[src/rtl/hop_pkg.sv]
// Shared definitions for the hop sequencer.
// Assumes: defaults are sized for a small radio channel plan.
package hop_pkg;
    localparam int DEF_PW = 16;
    localparam int DEF_CW = 6;
    localparam int DEF_FW = 24;

    // Sequencer run state: idle until the first start strobe.
    typedef enum logic {
        SEQ_IDLE = 1'b0,
        SEQ_RUN  = 1'b1
    } seq_state_t;
endpackage

[src/rtl/hop_timer.sv]
// Hop period timer. Counts payload cycles and emits a one-cycle hop
// pulse at the end of each period. Held at zero during the header
// phase, restarted by start, silent until the first start.
// Assumes: period values 0 and 1 both mean a hop every payload cycle.
module hop_timer
    import hop_pkg::*;
#(
    parameter int PW = DEF_PW
) (
    input  logic          clk,
    input  logic          rst_n,
    input  logic          start_i,
    input  logic          hdr_phase_i,
    input  logic [PW-1:0] period_i,
    output logic          hop_o
);
    localparam int XW = PW + 1;

    seq_state_t    state_q;
    logic [PW-1:0] cnt_q;
    logic          run_w;
    logic [XW-1:0] cnt_next_w;

    // Timer runs only in payload, after a start, and not in a start cycle.
    always_comb begin
        run_w      = (state_q == SEQ_RUN) && !hdr_phase_i && !start_i;
        cnt_next_w = {1'b0, cnt_q} + XW'(1);
        hop_o      = run_w && (cnt_next_w >= {1'b0, period_i});
    end

    // Run state: entered on the first start strobe.
    always_ff @(posedge clk) begin
        if (!rst_n)       state_q <= SEQ_IDLE;
        else if (start_i) state_q <= SEQ_RUN;
    end

    // Cycle counter: cleared on start, header, or hop; else counts.
    always_ff @(posedge clk) begin
        if (!rst_n)              cnt_q <= '0;
        else if (!run_w || hop_o) cnt_q <= '0;
        else                     cnt_q <= cnt_q + PW'(1);
    end
endmodule

[src/rtl/hop_chan_ctr.sv]
// Present-channel counter. Starts at 0, steps by one at each hop and
// wraps to 0 after the programmed last channel.
// Assumes: hop never coincides with start (timer gates it).
module hop_chan_ctr
    import hop_pkg::*;
#(
    parameter int CW = DEF_CW
) (
    input  logic          clk,
    input  logic          rst_n,
    input  logic          start_i,
    input  logic          hop_i,
    input  logic [CW-1:0] max_chan_i,
    output logic [CW-1:0] chan_o
);
    // Channel index update with wrap at or above the last channel.
    always_ff @(posedge clk) begin
        if (!rst_n || start_i)         chan_o <= '0;
        else if (hop_i) begin
            if (chan_o >= max_chan_i)  chan_o <= '0;
            else                       chan_o <= chan_o + CW'(1);
        end
    end
endmodule

[src/rtl/hop_freq_reg.sv]
// Next-frequency staging. Holds the host's word until the next hop,
// then moves it to the output; a hop with nothing staged keeps the old
// word and sets a sticky late flag.
// Assumes: a write in the hop cycle is staged for the following hop.
module hop_freq_reg
    import hop_pkg::*;
#(
    parameter int FW = DEF_FW
) (
    input  logic          clk,
    input  logic          rst_n,
    input  logic          start_i,
    input  logic          hop_i,
    input  logic          wr_i,
    input  logic [FW-1:0] wdata_i,
    output logic [FW-1:0] freq_o,
    output logic          late_o
);
    logic [FW-1:0] stage_q;
    logic          staged_q;

    // Staging register: a write (re)fills it, a hop empties it.
    always_ff @(posedge clk) begin
        if (!rst_n) begin
            stage_q  <= '0;
            staged_q <= 1'b0;
        end else if (wr_i) begin
            stage_q  <= wdata_i;
            staged_q <= 1'b1;
        end else if (hop_i) begin
            staged_q <= 1'b0;
        end
    end

    // Applied word: takes the staged word at a hop if one is ready.
    always_ff @(posedge clk) begin
        if (!rst_n)                  freq_o <= '0;
        else if (hop_i && staged_q)  freq_o <= stage_q;
    end

    // Late flag: sticky until reset or start.
    always_ff @(posedge clk) begin
        if (!rst_n || start_i)        late_o <= 1'b0;
        else if (hop_i && !staged_q)  late_o <= 1'b1;
    end
endmodule

[src/rtl/hop_sequencer.sv]
// Frequency hop sequencer top. Ties the period timer, channel counter
// and frequency staging together and owns the change-channel interrupt
// (set at each hop, cleared by writing a one, set wins over clear).
// Assumes: period and last-channel inputs are static during a packet.
module hop_sequencer
    import hop_pkg::*;
#(
    parameter int PW = DEF_PW,
    parameter int CW = DEF_CW,
    parameter int FW = DEF_FW
) (
    input  logic          clk,
    input  logic          rst_n,
    input  logic          start_i,
    input  logic          hdr_phase_i,
    input  logic [PW-1:0] hop_period_i,
    input  logic [CW-1:0] max_chan_i,
    input  logic          freq_wr_i,
    input  logic [FW-1:0] freq_wdata_i,
    input  logic          irq_clr_wr_i,
    input  logic          irq_clr_bit_i,
    output logic [CW-1:0] chan_o,
    output logic          irq_o,
    output logic [FW-1:0] freq_o,
    output logic          late_err_o
);
    logic hop_w;

    hop_timer #(.PW(PW)) u_timer (
        .clk         (clk),
        .rst_n       (rst_n),
        .start_i     (start_i),
        .hdr_phase_i (hdr_phase_i),
        .period_i    (hop_period_i),
        .hop_o       (hop_w)
    );

    hop_chan_ctr #(.CW(CW)) u_chan (
        .clk        (clk),
        .rst_n      (rst_n),
        .start_i    (start_i),
        .hop_i      (hop_w),
        .max_chan_i (max_chan_i),
        .chan_o     (chan_o)
    );

    hop_freq_reg #(.FW(FW)) u_freq (
        .clk     (clk),
        .rst_n   (rst_n),
        .start_i (start_i),
        .hop_i   (hop_w),
        .wr_i    (freq_wr_i),
        .wdata_i (freq_wdata_i),
        .freq_o  (freq_o),
        .late_o  (late_err_o)
    );

    // Interrupt flag: start clears, hop sets, write-one clears.
    always_ff @(posedge clk) begin
        if (!rst_n || start_i)                   irq_o <= 1'b0;
        else if (hop_w)                          irq_o <= 1'b1;
        else if (irq_clr_wr_i && irq_clr_bit_i)  irq_o <= 1'b0;
    end
endmodule

[config.mk]
export PLATFORM = sky130hd
export DESIGN_NAME = hop_sequencer
export DESIGN_NICKNAME = d
export VERILOG_FILES = /design/src/rtl/hop_pkg.sv /design/src/rtl/hop_timer.sv /design/src/rtl/hop_chan_ctr.sv /design/src/rtl/hop_freq_reg.sv /design/src/rtl/hop_sequencer.sv
export SDC_FILE = /design/constraint.sdc
export NUM_CORES = 1
export LEC_CHECK = 0
export CELL_PAD_IN_SITES_DETAIL_PLACEMENT = 1
export CELL_PAD_IN_SITES_GLOBAL_PLACEMENT = 2
export CORE_MARGIN = 2
export CORE_UTILIZATION = 33
export DETAILED_ROUTE_END_ITERATION = 8
export PLACE_DENSITY_LB_ADDON = 0.1
export SETUP_SLACK_MARGIN = 0.2
export SYNTH_ARGS = -nofsm -noshare
export SYNTH_HDL_FRONTEND = slang
export SYNTH_HIERARCHICAL = 1
export SYNTH_SLANG_ARGS = --single-unit
export TNS_END_PERCENT = 50
[constraint.sdc]
create_clock -name clk -period 6.2 [get_ports clk]
set_input_delay 0.93 -clock clk [delete_from_list [all_inputs] [get_ports clk]]
set_output_delay 0.93 -clock clk [all_outputs]
set_load 0.02 [all_outputs]
==> flow_summary.yaml <==
finish:
  num-fill-cells: 1254
  num_antenna_cells: 0
  syn_to_final_growth_pct: 28.0
  final_layout_size_suffix_gt1_share_pct: 13.4
  final_util_pct: 43.6
  nets: 536
sta:
  rsz0062_at_grt: "no"
  fin_setup_tns_ns: 0
  finClkSkew_ns: 0.00734
  slew_headroom_pct: 31.8
  worst_pin_slew_ns: 1.02
  fmax_ghz: 0.238
  setup_violations: 0
  period_share_pct: 67.7
  min_period_ns: 4.20
  hold_viol_final: 0
  slew_viol_final: 0
routing:
  drc: 0
  wire_per_inst_um: 14.4
  drt_iter0_drc: 74
  dr.pass1.iters: 4
  vias: 2879
  antenna_left: 0
  via_per_inst: 4.77
  wirelength_mm: 8.72
power_and_ir_drop:
  p_switching_mw: 0.217
  clkPwrFrac_pct: 38.5
  power.density_nw_per_um2: 196
  power_frac_comb_pct: 8.4
  max-vdd-ir-drop_mv: 0.136
  p_int_mw: 0.715
  p_leak_nw: 1.90
  seqPwrFrac_pct: 53.1
  swShare_pct: 23.3
logic_synthesis:
  yosysWarnings: 6
  syn_area_um2: 3710
  syn_area_per_cell_um2: 9.63
  syn_nets: 462
  synth_cell_types: 43
  synthTopCellsByArea: "dfxtp_1 (40%), ha_1 (8.1%), mux2i_1 (6.7%)"
  synthCells: 385
  seq_area_frac_synth_pct: 40.0
  ys_ff_latch: 74
  netlist.area_leader.share_pct: 40.0
  yosys.area.top_type: "dfxtp_1"
cts:
  cts_hold_buffers: 0
  cts_root_buf: "clkbuf_8"
  cts_resized: 0
  path_clk_slew_ns: 0.08
  insertion_delay_ns: 0.35
  clock_path_buffers: 2
  cts_tree: "done"
  htreeDepth: 3
  cts_sinks: 74
  post-cts-setup-buffers: 0
  numCtsBuffers: 9
run_status:
  outcome: "completed"
global_routing:
  grt_pass1_wl_mm: 14.2
  antenna_found_initial: 0
  grt_max_degree: 78
  grt_usage_pct: 15.3
  grt_overflow: 0
  grt_pass1_vias: 2930
floorplan:
  placeableCoreArea_um2: 10900
  dieHeight_um: 110
  dieArea_um2: 12100
  rows: 38
  io_pins: 85
  die_w_um: 110
  initial_utilization_pct: 34.0
placed_design:
  io_buffer_count: 84
  gp_congestion: 0.708
  post-dp-hpwl_mm: 6.27
critical_path:
  critPathRequiredTime_ns: 6.42
  endpoint_kind: "register"
  start_kind: "register"
  crit_fanout: 35
  crit_arrival_ns: 4.42
  critPathKind: "register to register"
job:
  maxCapViolations: 0
worst_hold_path:
  hp-class: "register to register"
==> power groups by stage <==
stage / registers [mW] / clock network [mW] / logic, mW
3_3_place_gp: 0.506 / 0 / 0.0779
4_1_cts: 0.495 / 0.379 / 0.0807
3_5_place_dp: 0.506 / 0 / 0.0802
6_report: 0.495 / 0.359 / 0.0786
5_1_grt: 0.496 / 0.392 / 0.0881
2_1_floorplan: 0.500 / 0 / 0.0456
==> path summary, 6_finish.rpt <==
kind                          from                to  slack, ns  cells past startpoint
setup / recovery  u_timer/cnt_q[0]  u_freq/freq_o[0]       2.00                     12
hold reg to reg   u_freq/freq_o[5]  u_freq/freq_o[5]       0.46                      2
hold / removal    u_freq/freq_o[5]  u_freq/freq_o[5]       0.46                      2
setup reg to reg  u_timer/cnt_q[0]  u_freq/freq_o[0]       2.00                     12
==> layout by cell type, fill, tap and decap left out, types with 2 or more instances in the layout <==
cell type	n
clkinv_2	4
nor2b_2	8
nand2_1	36
nand3_1	7
nor3_1	2
clkdlybuf4s50_1	82
clkbuf_8	9
o21a_1	2
a21boi_1	2
o211a_1	2
nor3_2	3
nand3_4	2
mux2i_1	25
o21ai_2	20
inv_1	27
ha_1	24
nor2b_1	33
dfxtp_1	74
xnor2_1	10
o21ai_0	5
nor2_1	14
xor2_1	9
nand4_1	31
a21oi_1	7
nor2_2	2
buf_2	2
a21o_1	3
==> Yosys cell counts, drive strengths merged <==
| cell type | count |
|---|---|
| a21o | 3 |
| nor3 | 5 |
| xor2 | 9 |
| buf | 20 |
| ha | 24 |
| clkbuf | 2 |
| inv | 27 |
| nor4 | 1 |
| nand4b | 1 |
| xnor2 | 10 |
| a221oi | 1 |
| a21boi | 2 |
| nand4 | 31 |
| a31oi | 1 |
| a21oi | 7 |
| nor2b | 41 |
| nand3 | 9 |
| nor3b | 1 |
| and4 | 2 |
| o21a | 2 |
| nand2 | 36 |
| o221ai | 1 |
| a211oi | 1 |
| and2 | 2 |
| nand2b | 1 |
| mux2i | 25 |
| o31ai | 1 |
| o211a | 2 |
| dfxtp | 74 |
| and3 | 2 |
| nor2 | 16 |
| o21ai | 25 |
==> flip-flops by register name, indices dropped and copies added (netlist names) <==
signal and count:
u_freq/freq_o 24, u_freq/stage_q 24, u_timer/cnt_q 16, u_chan/chan_o 6
irq_o 1, u_freq/late_o 1, u_freq/staged_q 1, u_timer/state_q 1
==> per-stage QoR <==
stage / power, mW / instances / hold WS [ns] / cell area [um^2] / setup WS, ns
floorplan: 0.546 / 385 / 0.440 / 3710 / 3.06
global placement: 0.583 / 588 / 0.450 / 4560 / 1.98
detailed placement: 0.586 / 588 / 0.457 / 4560 / 1.88
CTS: 0.955 / 604 / 0.470 / 4750 / 1.95
global route: 0.976 / 604 / 0.483 / 4750 / 1.63
finish: 0.932 / 604 / 0.464 / 4750 / 2.00
==> cells by family after synthesis <==
family                   synth area share, %
AND/OR/NAND/NOR                         23.3
XOR/XNOR                                4.49
flip-flops                              40.0
adder cells (fa/ha/maj)                 8.10
buffers and inverters                   7.42
AO/OA/AOI/OAI                           9.96
multiplexers                            6.75
==> worst max-delay path: stages (launching register included) <==
cell     delay, ns
dfxtp_1       0.48
ha_1          0.25
and4_1        0.34
nand2_1       0.08
nor2_1        0.11
xor2_1        0.09
ha_1          0.30
nand3_1       0.15
nor4_1        0.46
o31ai_2       0.20
a31oi_4       0.87
and2_4        0.56
o21ai_0       0.16
==> layer usage <==
metal,GRT usage (%),share of wire [%],vias up
met5,0,0,-
met4,4.88,1.4,0
met1,20.4,48,1352
met2,24.0,45,60
met3,4.41,5.5,8
li1,-,-,1459
==> area by class of cell <==
class / count / area, um^2 / share of cell area, %
Multi-Input combinational cell: 262 / 1970 / 41.4
Sequential cell: 74 / 1480 / 31.2
Timing Repair Buffer: 85 / 838 / 17.7
Tap cell: 140 / 175 / 3.69
Clock buffer: 10 / 128 / 2.69
Inverter: 27 / 101 / 2.13
Clock inverter: 6 / 57.6 / 1.21
Note: power is estimated with default switching activity, not from simulation.
